===== src/rtl/xalu_pkg.sv =====
package xalu_pkg;

    // Arithmetic group function codes (fn_sel when grp_logic = 0)
    typedef enum logic [1:0] {
        ARITH_SUM  = 2'b00,
        ARITH_DIFF = 2'b01,
        ARITH_INC  = 2'b10,
        ARITH_DEC  = 2'b11
    } arith_fn_e;

    // Bitwise group function codes (fn_sel when grp_logic = 1)
    typedef enum logic [1:0] {
        BIT_AND = 2'b00,
        BIT_OR  = 2'b01,
        BIT_XOR = 2'b10,
        BIT_INV = 2'b11
    } logic_fn_e;

    // Three-input majority vote
    function automatic logic maj3(input logic p, input logic q, input logic r);
        return (p & q) | (q & r) | (r & p);
    endfunction

endpackage


===== src/rtl/xalu_arith_ext.sv =====
module xalu_arith_ext
    import xalu_pkg::*;
#(
    parameter int WIDTH = 16
) (
    input  logic [1:0]       fn_sel,
    input  logic [WIDTH-1:0] opb,
    output logic [WIDTH-1:0] opb_cond,
    output logic             cin
);
    always_comb begin
        unique case (arith_fn_e'(fn_sel))
            ARITH_SUM: begin
                opb_cond = opb;
                cin      = 1'b0;
            end
            ARITH_DIFF: begin
                opb_cond = ~opb;
                cin      = 1'b1;
            end
            ARITH_INC: begin
                opb_cond = '0;
                cin      = 1'b1;
            end
            ARITH_DEC: begin
                opb_cond = '1;
                cin      = 1'b0;
            end
            default: begin
                opb_cond = '0;
                cin      = 1'b0;
            end
        endcase
    end
endmodule


===== src/rtl/xalu_logic_ext.sv =====
module xalu_logic_ext
    import xalu_pkg::*;
#(
    parameter int WIDTH = 16
) (
    input  logic [1:0]       fn_sel,
    input  logic [WIDTH-1:0] opa,
    input  logic [WIDTH-1:0] opb,
    output logic [WIDTH-1:0] opa_cond
);
    always_comb begin
        unique case (logic_fn_e'(fn_sel))
            BIT_AND: opa_cond = opa & opb;
            BIT_OR:  opa_cond = opa | opb;
            BIT_XOR: opa_cond = opa ^ opb;
            BIT_INV: opa_cond = ~opa;
            default: opa_cond = '0;
        endcase
    end
endmodule


===== src/rtl/xalu_maj_adder.sv =====
module xalu_maj_adder
    import xalu_pkg::*;
#(
    parameter int WIDTH = 16
) (
    input  logic [WIDTH-1:0] x,
    input  logic [WIDTH-1:0] y,
    input  logic             cin,
    output logic [WIDTH-1:0] sum,
    output logic             cout
);
    logic [WIDTH:0] chain;

    assign chain[0] = cin;

    // Each slice: the carry is one majority vote. The sum takes two more votes,
    // built from the inverted incoming and outgoing carries.
    for (genvar i = 0; i < WIDTH; i++) begin : g_slice
        logic pre;
        assign chain[i+1] = maj3(x[i], y[i], chain[i]);
        assign pre        = maj3(x[i], y[i], ~chain[i]);
        assign sum[i]     = maj3(pre, ~chain[i+1], chain[i]);
    end

    assign cout = chain[WIDTH];
endmodule


===== src/rtl/xalu_core.sv =====
module xalu_core
    import xalu_pkg::*;
#(
    parameter int WIDTH = 16
) (
    input  logic             grp_logic,
    input  logic [1:0]       fn_sel,
    input  logic [WIDTH-1:0] opa,
    input  logic [WIDTH-1:0] opb,
    output logic [WIDTH-1:0] result,
    output logic             carry_out
);
    logic [WIDTH-1:0] b_arith;
    logic             cin_arith;
    logic [WIDTH-1:0] a_logic;
    logic [WIDTH-1:0] add_x;
    logic [WIDTH-1:0] add_y;
    logic             add_cin;
    logic             add_cout;

    xalu_arith_ext #(.WIDTH(WIDTH)) u_aext (
        .fn_sel   (fn_sel),
        .opb      (opb),
        .opb_cond (b_arith),
        .cin      (cin_arith)
    );

    xalu_logic_ext #(.WIDTH(WIDTH)) u_lext (
        .fn_sel   (fn_sel),
        .opa      (opa),
        .opb      (opb),
        .opa_cond (a_logic)
    );

    // Group steering: bitwise functions zero the second adder input and the carry-in
    always_comb begin
        if (grp_logic) begin
            add_x   = a_logic;
            add_y   = '0;
            add_cin = 1'b0;
        end else begin
            add_x   = opa;
            add_y   = b_arith;
            add_cin = cin_arith;
        end
    end

    xalu_maj_adder #(.WIDTH(WIDTH)) u_add (
        .x    (add_x),
        .y    (add_y),
        .cin  (add_cin),
        .sum  (result),
        .cout (add_cout)
    );

    assign carry_out = add_cout & ~grp_logic;
endmodule


===== config.mk =====
export PLATFORM = sky130hd
export DESIGN_NAME = xalu_core
export DESIGN_NICKNAME = d
export VERILOG_FILES = /design/src/rtl/xalu_pkg.sv /design/src/rtl/xalu_arith_ext.sv /design/src/rtl/xalu_logic_ext.sv /design/src/rtl/xalu_maj_adder.sv /design/src/rtl/xalu_core.sv
export SDC_FILE = /design/constraint.sdc
export NUM_CORES = 1
export LEC_CHECK = 0
export BUFFER_PORTS_ARGS = -buffer_cell sky130_fd_sc_hd__buf_4
export CORE_MARGIN = 1.5
export CORE_UTILIZATION = 30
export DETAILED_ROUTE_END_ITERATION = 10
export PLACE_DENSITY = 0.6
export SYNTH_ARGS = -nofsm -noshare
export SYNTH_HDL_FRONTEND = slang
export SYNTH_SLANG_ARGS = --single-unit

===== constraint.sdc =====
create_clock -name vclk -period 11.5
set_input_delay 0.575 -clock vclk [all_inputs]
set_output_delay 0.575 -clock vclk [all_outputs]
set_load 0.01 [all_outputs]

# Yosys cells after proc, flatten, opt, wreduce, memory -nomap -nowiden
# Index checks and enable logic that the tools add are counted.
# totals
out_inout_bits	17
reg_bits	0
input_bits	35
elab_cells	260
# classes
eq_ne	3
n_mux	6
reduce_logical	3
bitwise_logic	248
# ops
op	n
$and A1 B1 Y1	129
$pmux W16 S4	2
$or A1 B1 Y1	96
$mux W16	2
$not A16 Y16	2
$not A1 Y1	18
$and A16 B16 Y16	1
$or A16 B16 Y16	1
$xor A16 B16 Y16	1
$eq A2 B2 Y1 const B	2
$reduce_or A2 Y1	2
$eq A2 B1 Y1 const B	1
$logic_not A2 Y1	1
$pmux W1 S2	1
$mux W1	1

# Longest topological paths before layout
# Gate-level depths: netlist of the first run.
# depth
depth_word	56
depth_mapped	24
mapped_depth_nobuf	23

# Modules after synthesis
# Synthesis of the first run repeated with hierarchy kept, for this count alone.
# hier_totals
hier_cells	262
hier_area_um2	2565.0
# by_module_without_submodules
module	cells_per_inst	instances	area_each_um2
xalu_logic_ext	100	1	1012.2
xalu_maj_adder	67	1	755.7
xalu_arith_ext	57	1	411.6
xalu_core	38	1	385.4

# Worst setup path after synthesis of the first run
# No wires, ideal clock.
# synth_path
path_kind	input to output
startpoint	input port fn_sel[0]
endpoint	output port result[15]
n_path_buf	2
arrival_ps	8676
cell_stages	24
slack_ps	2249
path_cell_list	inv_1 -> ha_1 -> nor2b_1 -> buf_2 -> buf_2 -> a31oi_1 -> fa_1 -> fa_1 -> fa_1 -> fa_1 -> fa_1 -> fa_1 -> fa_1 -> fa_1 -> fa_1 -> fa_1 -> fa_1 -> fa_1 -> fa_1 -> fa_1 -> fa_1 -> inv_1 -> fa_1 -> inv_1
# synth_via
elab_chain_len	56
# synth_rtl
item	line_no	source
start, declared	xalu_core.sv:7	input logic [1:0] fn_sel,
$eq A2 B2 Y1, or another cell as far along	xalu_arith_ext.sv:12, xalu_logic_ext.sv:12	
$reduce_or A2 Y1 (no source line)	--	
$pmux W1 S2	xalu_arith_ext.sv:12	unique case (arith_fn_e'(fn_sel))
$mux W1	xalu_core.sv:37	if (grp_logic) begin
$and A1 B1 Y1	xalu_pkg.sv:21	return (p & q) | (q & r) | (r & p);
$or A1 B1 Y1 (2 in series)	xalu_pkg.sv:21	
$and A1 B1 Y1	xalu_pkg.sv:21	
$or A1 B1 Y1 (2 in series)	xalu_pkg.sv:21	
[37 not listed]	--	
$or A1 B1 Y1 (2 in series)	xalu_pkg.sv:21	
$not A1 Y1 / $and A1 B1 Y1 (equally long branches)	xalu_maj_adder.sv:21, xalu_pkg.sv:21	
$and A1 B1 Y1 / $or A1 B1 Y1 (equally long branches)	xalu_pkg.sv:21	
$or A1 B1 Y1	xalu_pkg.sv:21	
$or A1 B1 Y1 / $not A1 Y1 (equally long branches)	xalu_pkg.sv:21, xalu_maj_adder.sv:22	
$and A1 B1 Y1	xalu_pkg.sv:21	
$or A1 B1 Y1	xalu_pkg.sv:21	
$or A1 B1 Y1 (*)	xalu_pkg.sv:21	
end, declared	xalu_core.sv:10	output logic [WIDTH-1:0] result,
# Mark *: on every way between the ends. The rest lies on a longest branch, timed or not.

# Final worst setup path of the first run
# layout_path
startpoint	input port fn_sel[1]
endpoint	output port result[15]
# Same word-level chain as after synthesis.

==> results of run 1 <==
[placed cells by master (no fill, tap or decap), drive strengths merged, types with 5 or more instances in the layout]
cell,instances
a21oi,16
buf,59
fa,31
ha,37
inv,37
nand2,17
nand2b,9
nor2b,17
nor3,15
o2111ai,14
o221a,13
o221ai,14
or2b,5
or3,15
[where the power goes]
| group | switching (mW) | total (mW) | internal, mW |
|---|---|---|---|
| registers | 0 | 0 | 0 |
| logic | 0.0783 | 0.148 | 0.0694 |
| clock network | 0 | 0 | 0 |
[per-stage QoR]
stage | hold slack (ns) | std cells | power (mW)
5_1_grt | 1.811 | 409 | 0.1652
4_1_cts | 1.756 | 409 | 0.1504
3_5_place_dp | 1.750 | 409 | 0.1491
3_3_place_gp | 1.732 | 409 | 0.1467
6_report | 1.767 | 409 | 0.1478
2_1_floorplan | 1.542 | 272 | 0.09069
[kinds of logic after synthesis]
group / count (synthesis)
adder cells (fa/ha/maj): 68
AO/OA/AOI/OAI: 66
buffers and inverters: 58
AND/OR/NAND/NOR: 80
[area by class of cell]
cell class,instances,area share [%]
Multi-Input combinational cell,214,74.55
Timing Repair Buffer,59,15.97
Tap cell,99,4.468
Inverter,37,5.009
[tightest hold or removal path, cell delays in order]
cell and delay (ns):
buf_4 0.28, nor2_1 0.18, buf_4 0.12
[how the worst max path moves through the flow]
stage / startpoint / cells after the start / end
6_report: fn_sel[1] / 25 / result[15]
4_1_cts: fn_sel[1] / 25 / result[15]
5_1_grt: fn_sel[1] / 25 / result[15]
3_3_place_gp: fn_sel[1] / 25 / result[15]
3_5_place_dp: fn_sel[1] / 25 / result[15]
2_1_floorplan: fn_sel[0] / 24 / result[15]
[metal layers]
| layer | part of all wire [%] | global-route usage (%) | wire length, um |
|---|---|---|---|
| met1 | 42 | 18.84 | 2580 |
| met3 | 3.3 | 1.178 | 202 |
| met2 | 54 | 28.01 | 3277 |
| met4 | 0.38 | 0.7937 | 23 |
| met5 | 0 | 0 | 0 |
==> impl_metrics.tcl, run 1 <==
set metrics [dict create \
    drtIter0Drc 89 \
    fin_area_sq_mm 0.002773 \
    hpwlAfterDp_um 4576 \
    clock.fmax_mhz 100.4 \
    ys_seq_area_share_pct 0 \
    synthMuxAreaShare_pct 0 \
    synth_area_sq_mm 0.002298 \
    fin_crit_sh_pct 86.65 \
    cts_hold_buf 0 \
    synth_xor_area_share_pct 0 \
    fp.dieW_um 90.53 \
    routed_via_density 5.181 \
    finalSetupViolations 0 \
    grt_usage_pct 14.76 \
    slowest_stage "ha_1" \
    hold_path_class "input pin to primary output" \
    timing.max_cap.violations 0 \
    drc 0 \
    tightest_slew_ns 0.6211 \
    cp-end-kind "primary output" \
    antenna_found_initial 0 \
    synth_fp_nets 375 \
    first_global_vias 2086 \
    postCtsSetupBuffers 0 \
    gp_congestion 0.7245 \
    period_minus_slack_ns 9.965 \
    synthSimpleGateAreaFrac_pct 19.27 \
    syn2layout_area_growth_pct 20.63 \
    ir_drop_mv 0.03533 \
    placed_cell_area_sq_mm 0.002773 \
    grt_pass1_wl_um 10070 \
    setup_ws_ns 1.535 \
    status "finished clean" \
    syn-mean-instance-area_sq_um 8.450 \
    maxSlewViolCount 0 \
    synthAdderAreaFrac_pct 47.14 \
    startpoint_type "input pin" \
    min_to "carry_out" \
    wl_per_cell_um 14.87 \
    cts_resized 0 \
    ant_nets 0 \
    grt_max_degree 65 \
    yosysTopAreaCellShare_pct 27.00 \
    ys_top_cells_by_area "fa_1 (27%), ha_1 (20%), o221a_2 (6.4%)" \
    syn_inst 272 \
    n_antenna_cell 0 \
    power_density_mw_per_mm2 53.29 \
    slew_headroom_pct 58.59 \
    fin_util_pct 37.82 \
    worst_ep_required_time_ns 10.93 \
    yosys_warnings 0 \
    regArea_sq_um 0 \
    dieArea_sq_mm 0.008196 \
    totalWireLength_um 6083 \
    crit_arrival_ns 9.39 \
    path_common_cell "fa_1" \
    finalHoldViolations 0 \
    io_buffers 52 \
    min_from "grp_logic" \
    ioPinCount 52 \
    finalNetCount 415 \
    cp_top_family "adder cells" \
    row_count 31 \
    path_class "input pin to primary output" \
    synth_top_family_by_area "adder cells" \
    fp.dieH_um 90.53 \
    finalSetupTns_ns 0 \
    pre_cts_slack_ns 1.526 \
    nFlopsAndLatches 0 \
    yosysTopAreaCell "fa_1" \
    num_vias 2119 \
    rsz0062_at_grt "no" \
    ys_types 24 \
    hold_depth 3 \
    cp_slowest_stage_delay_ns 0.56 \
    synth_common_cells "ha_1 (37), inv_1 (37), fa_1 (31)" \
    drive_gt1_share_pct 23.87 \
    overflow 0 \
    synth-compound-area-share_pct 23.52 \
    clock_buffers 0 \
    design.core.area_sq_mm 0.007331 \
    initial_utilization_pct 31.35 \
    cp_max_fo 19 \
    first_pass_iters 4 \
    p_leak_nw 1.278 \
    multiInputGateArea_sq_mm 0.002067 \
    worst-path-buf-inv 5 \
    fillers 782 \
]
Note: power is estimated with default switching activity, not from simulation.
==> run 2, diff against run 1 <==
--- a/config.mk
+++ b/config.mk
@@ -10,6 +10,7 @@
 export CORE_UTILIZATION = 30
 export DETAILED_ROUTE_END_ITERATION = 10
 export PLACE_DENSITY = 0.6
+export RECOVER_POWER = 25
 export SYNTH_ARGS = -nofsm -noshare
 export SYNTH_HDL_FRONTEND = slang
 export SYNTH_SLANG_ARGS = --single-unit
==> run 2 against run 1 <==
Critical path depth stayed put; cell area decreased by 0.41%; worst setup slack improved by 0.0037 ns; worst hold slack got worse by 0.0017 ns; first-iteration DRC count increased by 19%; die area did not move; maximum frequency barely moved; cell count stayed put; count of clock-buffer cells in the layout is the same; global-route usage did not move; flip-flop and latch count is the same; power down 1.4%; highest routed layer unchanged.
==> impl_metrics.tcl, run 2 (synthesis results as in run 1) <==
set metrics [dict create \
    status "finished clean" \
    clock_buffers 0 \
    cp_slowest_stage_delay_ns 0.56 \
    grt_usage_pct 14.76 \
    hold_path_class "input pin to primary output" \
    rsz0062_at_grt "no" \
    cp-end-kind "primary output" \
    fin_crit_sh_pct 86.62 \
    design.core.area_sq_mm 0.007331 \
    slew_headroom_pct 47.67 \
    io_buffers 52 \
    hold_slack_ns 1.765 \
    first_pass_iters 4 \
    cp_max_fo 19 \
    drtIter0Drc 106 \
    fillers 787 \
    grt_pass1_wl_um 10070 \
    maxSlewViolCount 0 \
    finalHoldViolations 0 \
    initial_utilization_pct 31.35 \
    crit_arrival_ns 9.39 \
    layout_commonest_cell "buf_4" \
    path_class "input pin to primary output" \
    num_vias 2100 \
    hpwlAfterDp_um 4576 \
    clock.fmax_mhz 100.4 \
    ioPinCount 52 \
    drive_gt1_share_pct 22.90 \
    syn2layout_area_growth_pct 20.14 \
    power_density_mw_per_mm2 52.74 \
    finalSetupTns_ns 0 \
    tightest_slew_ns 0.7849 \
    fp.dieH_um 90.53 \
    antenna_found_initial 0 \
    row_count 31 \
    ir_drop_mv 0.03535 \
    path_common_cell "fa_1" \
    drc 0 \
    postCtsSetupBuffers 0 \
    period_minus_slack_ns 9.961 \
    gp_congestion 0.7245 \
    p_leak_nw 1.266 \
    finalSetupViolations 0 \
    wl_per_cell_um 14.84 \
    routed_via_density 5.134 \
    cts_hold_buf 0 \
    ant_nets 0 \
    first_global_vias 2086 \
    totalWireLength_um 6071 \
    timing.max_cap.violations 0 \
    hold_depth 3 \
    final_cell_mix "buf_4 (56), inv_1 (37), ha_1 (37)" \
    overflow 0 \
    slowest_stage "ha_1" \
    dieArea_sq_mm 0.008196 \
    startpoint_type "input pin" \
    nFlopsAndLatches 0 \
    regArea_sq_um 0 \
    finalNetCount 415 \
    worst_ep_required_time_ns 10.93 \
    n_antenna_cell 0 \
    cts_resized 0 \
    grt_max_degree 65 \
    fp.dieW_um 90.53 \
]
run 2: path summary, 6_finish.rpt:
check | slack, ns | endpoint | start
setup / recovery | 1.54 | result[15] | fn_sel[1]
hold / removal | 1.76 | carry_out | grp_logic
run 2: layer usage:
layer	up-vias	part of all wire, %	GRT usage (%)
met2	40	54	28.01
met1	1038	42	18.84
li1	1020	-	-
met3	2	3.5	1.178
met4	0	0.38	0.7937
met5	-	0	0
run 2: critical path: cells and delay by family:
family	cells	cell delay, ns
fa+ha+maj	17	7.90
buf+inv	5	0.47
compound gates	2	0.29
simple gates	1	0.15
run 2: power breakdown:
part	leakage [nW]	internal, mW	total (mW)	switching, mW
combinational	1.27	0.0674	0.146	0.0783
sequential	0	0	0	0
clock	0	0	0	0
total	1.27	0.0674	0.146	0.0783
run 2: per-stage QoR:
| step | std cells | area (sq um) | utilization, % | power, mW | setup slack (ns) |
|---|---|---|---|---|---|
| 6_report | 409 | 2761 | 37.67 | 0.1456 | 1.539 |
| 5_1_grt | 409 | 2761 | 37.67 | 0.1631 | 1.044 |
| 4_1_cts | 409 | 2773 | 37.82 | 0.1504 | 1.495 |
| 3_5_place_dp | 409 | 2773 | 37.82 | 0.1491 | 1.526 |
| 3_3_place_gp | 409 | 2773 | 37.82 | 0.1467 | 1.699 |
| 2_1_floorplan | 272 | 2298 | - | 0.09069 | 2.249 |
run 2: layout make-up:
type,count,area [sq um],share of cell area [%]
Multi-Input combinational cell,214,2067,74.85
Timing Repair Buffer,59,431.7,15.63
Inverter,37,138.9,5.029
Tap cell,99,123.9,4.486
==> run 3, diff against run 2 <==
--- a/config.mk
+++ b/config.mk
@@ -6,10 +6,12 @@
 export NUM_CORES = 1
 export LEC_CHECK = 0
 export BUFFER_PORTS_ARGS = -buffer_cell sky130_fd_sc_hd__buf_4
+export CELL_PAD_IN_SITES_DETAIL_PLACEMENT = 0
+export CELL_PAD_IN_SITES_GLOBAL_PLACEMENT = 1
 export CORE_MARGIN = 1.5
 export CORE_UTILIZATION = 30
 export DETAILED_ROUTE_END_ITERATION = 10
-export PLACE_DENSITY = 0.6
+export PLACE_DENSITY = 0.74
 export RECOVER_POWER = 25
 export SYNTH_ARGS = -nofsm -noshare
 export SYNTH_HDL_FRONTEND = slang
==> run 3 against run 2 <==
Wire length fell by 2.7%; power fell by 1.2%; critical endpoint unchanged; cell area rose by 0.27%; combinational power barely moved.
==> impl_metrics.tcl, run 3 (synthesis results as in run 1) <==
set metrics [dict create \
    status "finished clean" \
    rsz0062_at_grt "no" \
    cp_top_family "adder cells" \
    fin_util_pct 37.77 \
    layout_commonest_cell "buf_4" \
    hold_path_class "input pin to primary output" \
    fp.dieH_um 90.53 \
    gp_congestion 0.7920 \
    first_global_vias 2053 \
    cp-end-kind "primary output" \
    cp_max_fo 19 \
    clock_buffers 0 \
    fin_crit_sh_pct 88.92 \
    timing.max_cap.violations 0 \
    overflow 0 \
    fin_area_sq_mm 0.002769 \
    nFlopsAndLatches 0 \
    path_class "input pin to primary output" \
    finalNetCount 416 \
    n_antenna_cell 0 \
    clock.fmax_mhz 97.80 \
    design.core.area_sq_mm 0.007331 \
    slew_headroom_pct 45.35 \
    hold_slack_ns 1.762 \
    fp.dieW_um 90.53 \
    worst_ep_required_time_ns 10.93 \
    regArea_sq_um 0 \
    tightest_slew_ns 0.8197 \
    io_buffers 52 \
    cts_hold_buf 0 \
    period_minus_slack_ns 10.23 \
    power_density_mw_per_mm2 51.96 \
    grt_usage_pct 14.08 \
    grt_pass1_wl_um 9563 \
    grt_max_degree 65 \
    routed_via_density 5.056 \
    finalHoldViolations 0 \
    placed_cell_area_sq_mm 0.002780 \
    maxSlewViolCount 0 \
    finalSetupTns_ns 0 \
    antenna_found_initial 0 \
    worst-path-buf-inv 7 \
    dieArea_sq_mm 0.008196 \
    syn2layout_area_growth_pct 20.47 \
    num_vias 2073 \
    ir_drop_mv 0.02610 \
    multiInputGateArea_sq_mm 0.002067 \
    ioPinCount 52 \
    finalSetupViolations 0 \
    hpwlAfterDp_um 4359 \
    cts_resized 0 \
    cp_slowest_stage_delay_ns 0.52 \
    row_count 31 \
    p_leak_nw 1.272 \
    path_common_cell "fa_1" \
    drc 0 \
    first_pass_iters 4 \
    startpoint_type "input pin" \
    slowest_stage "fa_1" \
    drtIter0Drc 110 \
    wl_per_cell_um 14.40 \
    initial_utilization_pct 31.35 \
    ant_nets 0 \
    postCtsSetupBuffers 0 \
    crit_arrival_ns 9.65 \
    drive_gt1_share_pct 23.15 \
    totalWireLength_um 5905 \
    final_cell_mix "buf_4 (57), inv_1 (37), ha_1 (37)" \
    fillers 762 \
]
-- run 3: cell count changes in the layout (fill, tap and decap cells not counted) --
cell,change
or2_1,+1
or2_0,-1
buf_4,+1
-- run 3: path summary, 6_finish.rpt --
kind / from / end / depth (start not counted)
max: fn_sel[0] / result[15] / 27
min: grp_logic / carry_out / 3
-- run 3: routing by layer --
layer	global-route usage, %	share of wire, %	wire length (um)
met1	17.83	44	2614
met4	1.720	0.59	35
met5	0	0	0
met2	26.44	51	2989
met3	1.094	4.5	266
-- run 3: stage by stage --
step / setup WS (ns) / total power, mW / std cells
after detailed placement: 1.510 / 0.1473 / 410
after floorplan: 2.249 / 0.09069 / 272
after CTS: 1.480 / 0.1487 / 410
after global routing: 0.8068 / 0.1606 / 410
final: 1.275 / 0.1439 / 410
after global placement: 1.614 / 0.1475 / 410
-- run 3: power breakdown --
part | internal (mW) | switching (mW)
Sequential | 0 | 0
Combinational | 0.0671 | 0.0768
Clock | 0 | 0
-- run 3: tightest hold or removal path, delay by kind of cell --
kind | cells | cell delay (ns)
simple gates | 1 | 0.18
buf+inv | 2 | 0.41
-- run 3: layout make-up --
class / instances / area share (%)
timing repair buffer: 60 / 15.86
multi-input combinational: 214 / 74.65
tap: 99 / 4.474
inverter: 37 / 5.016
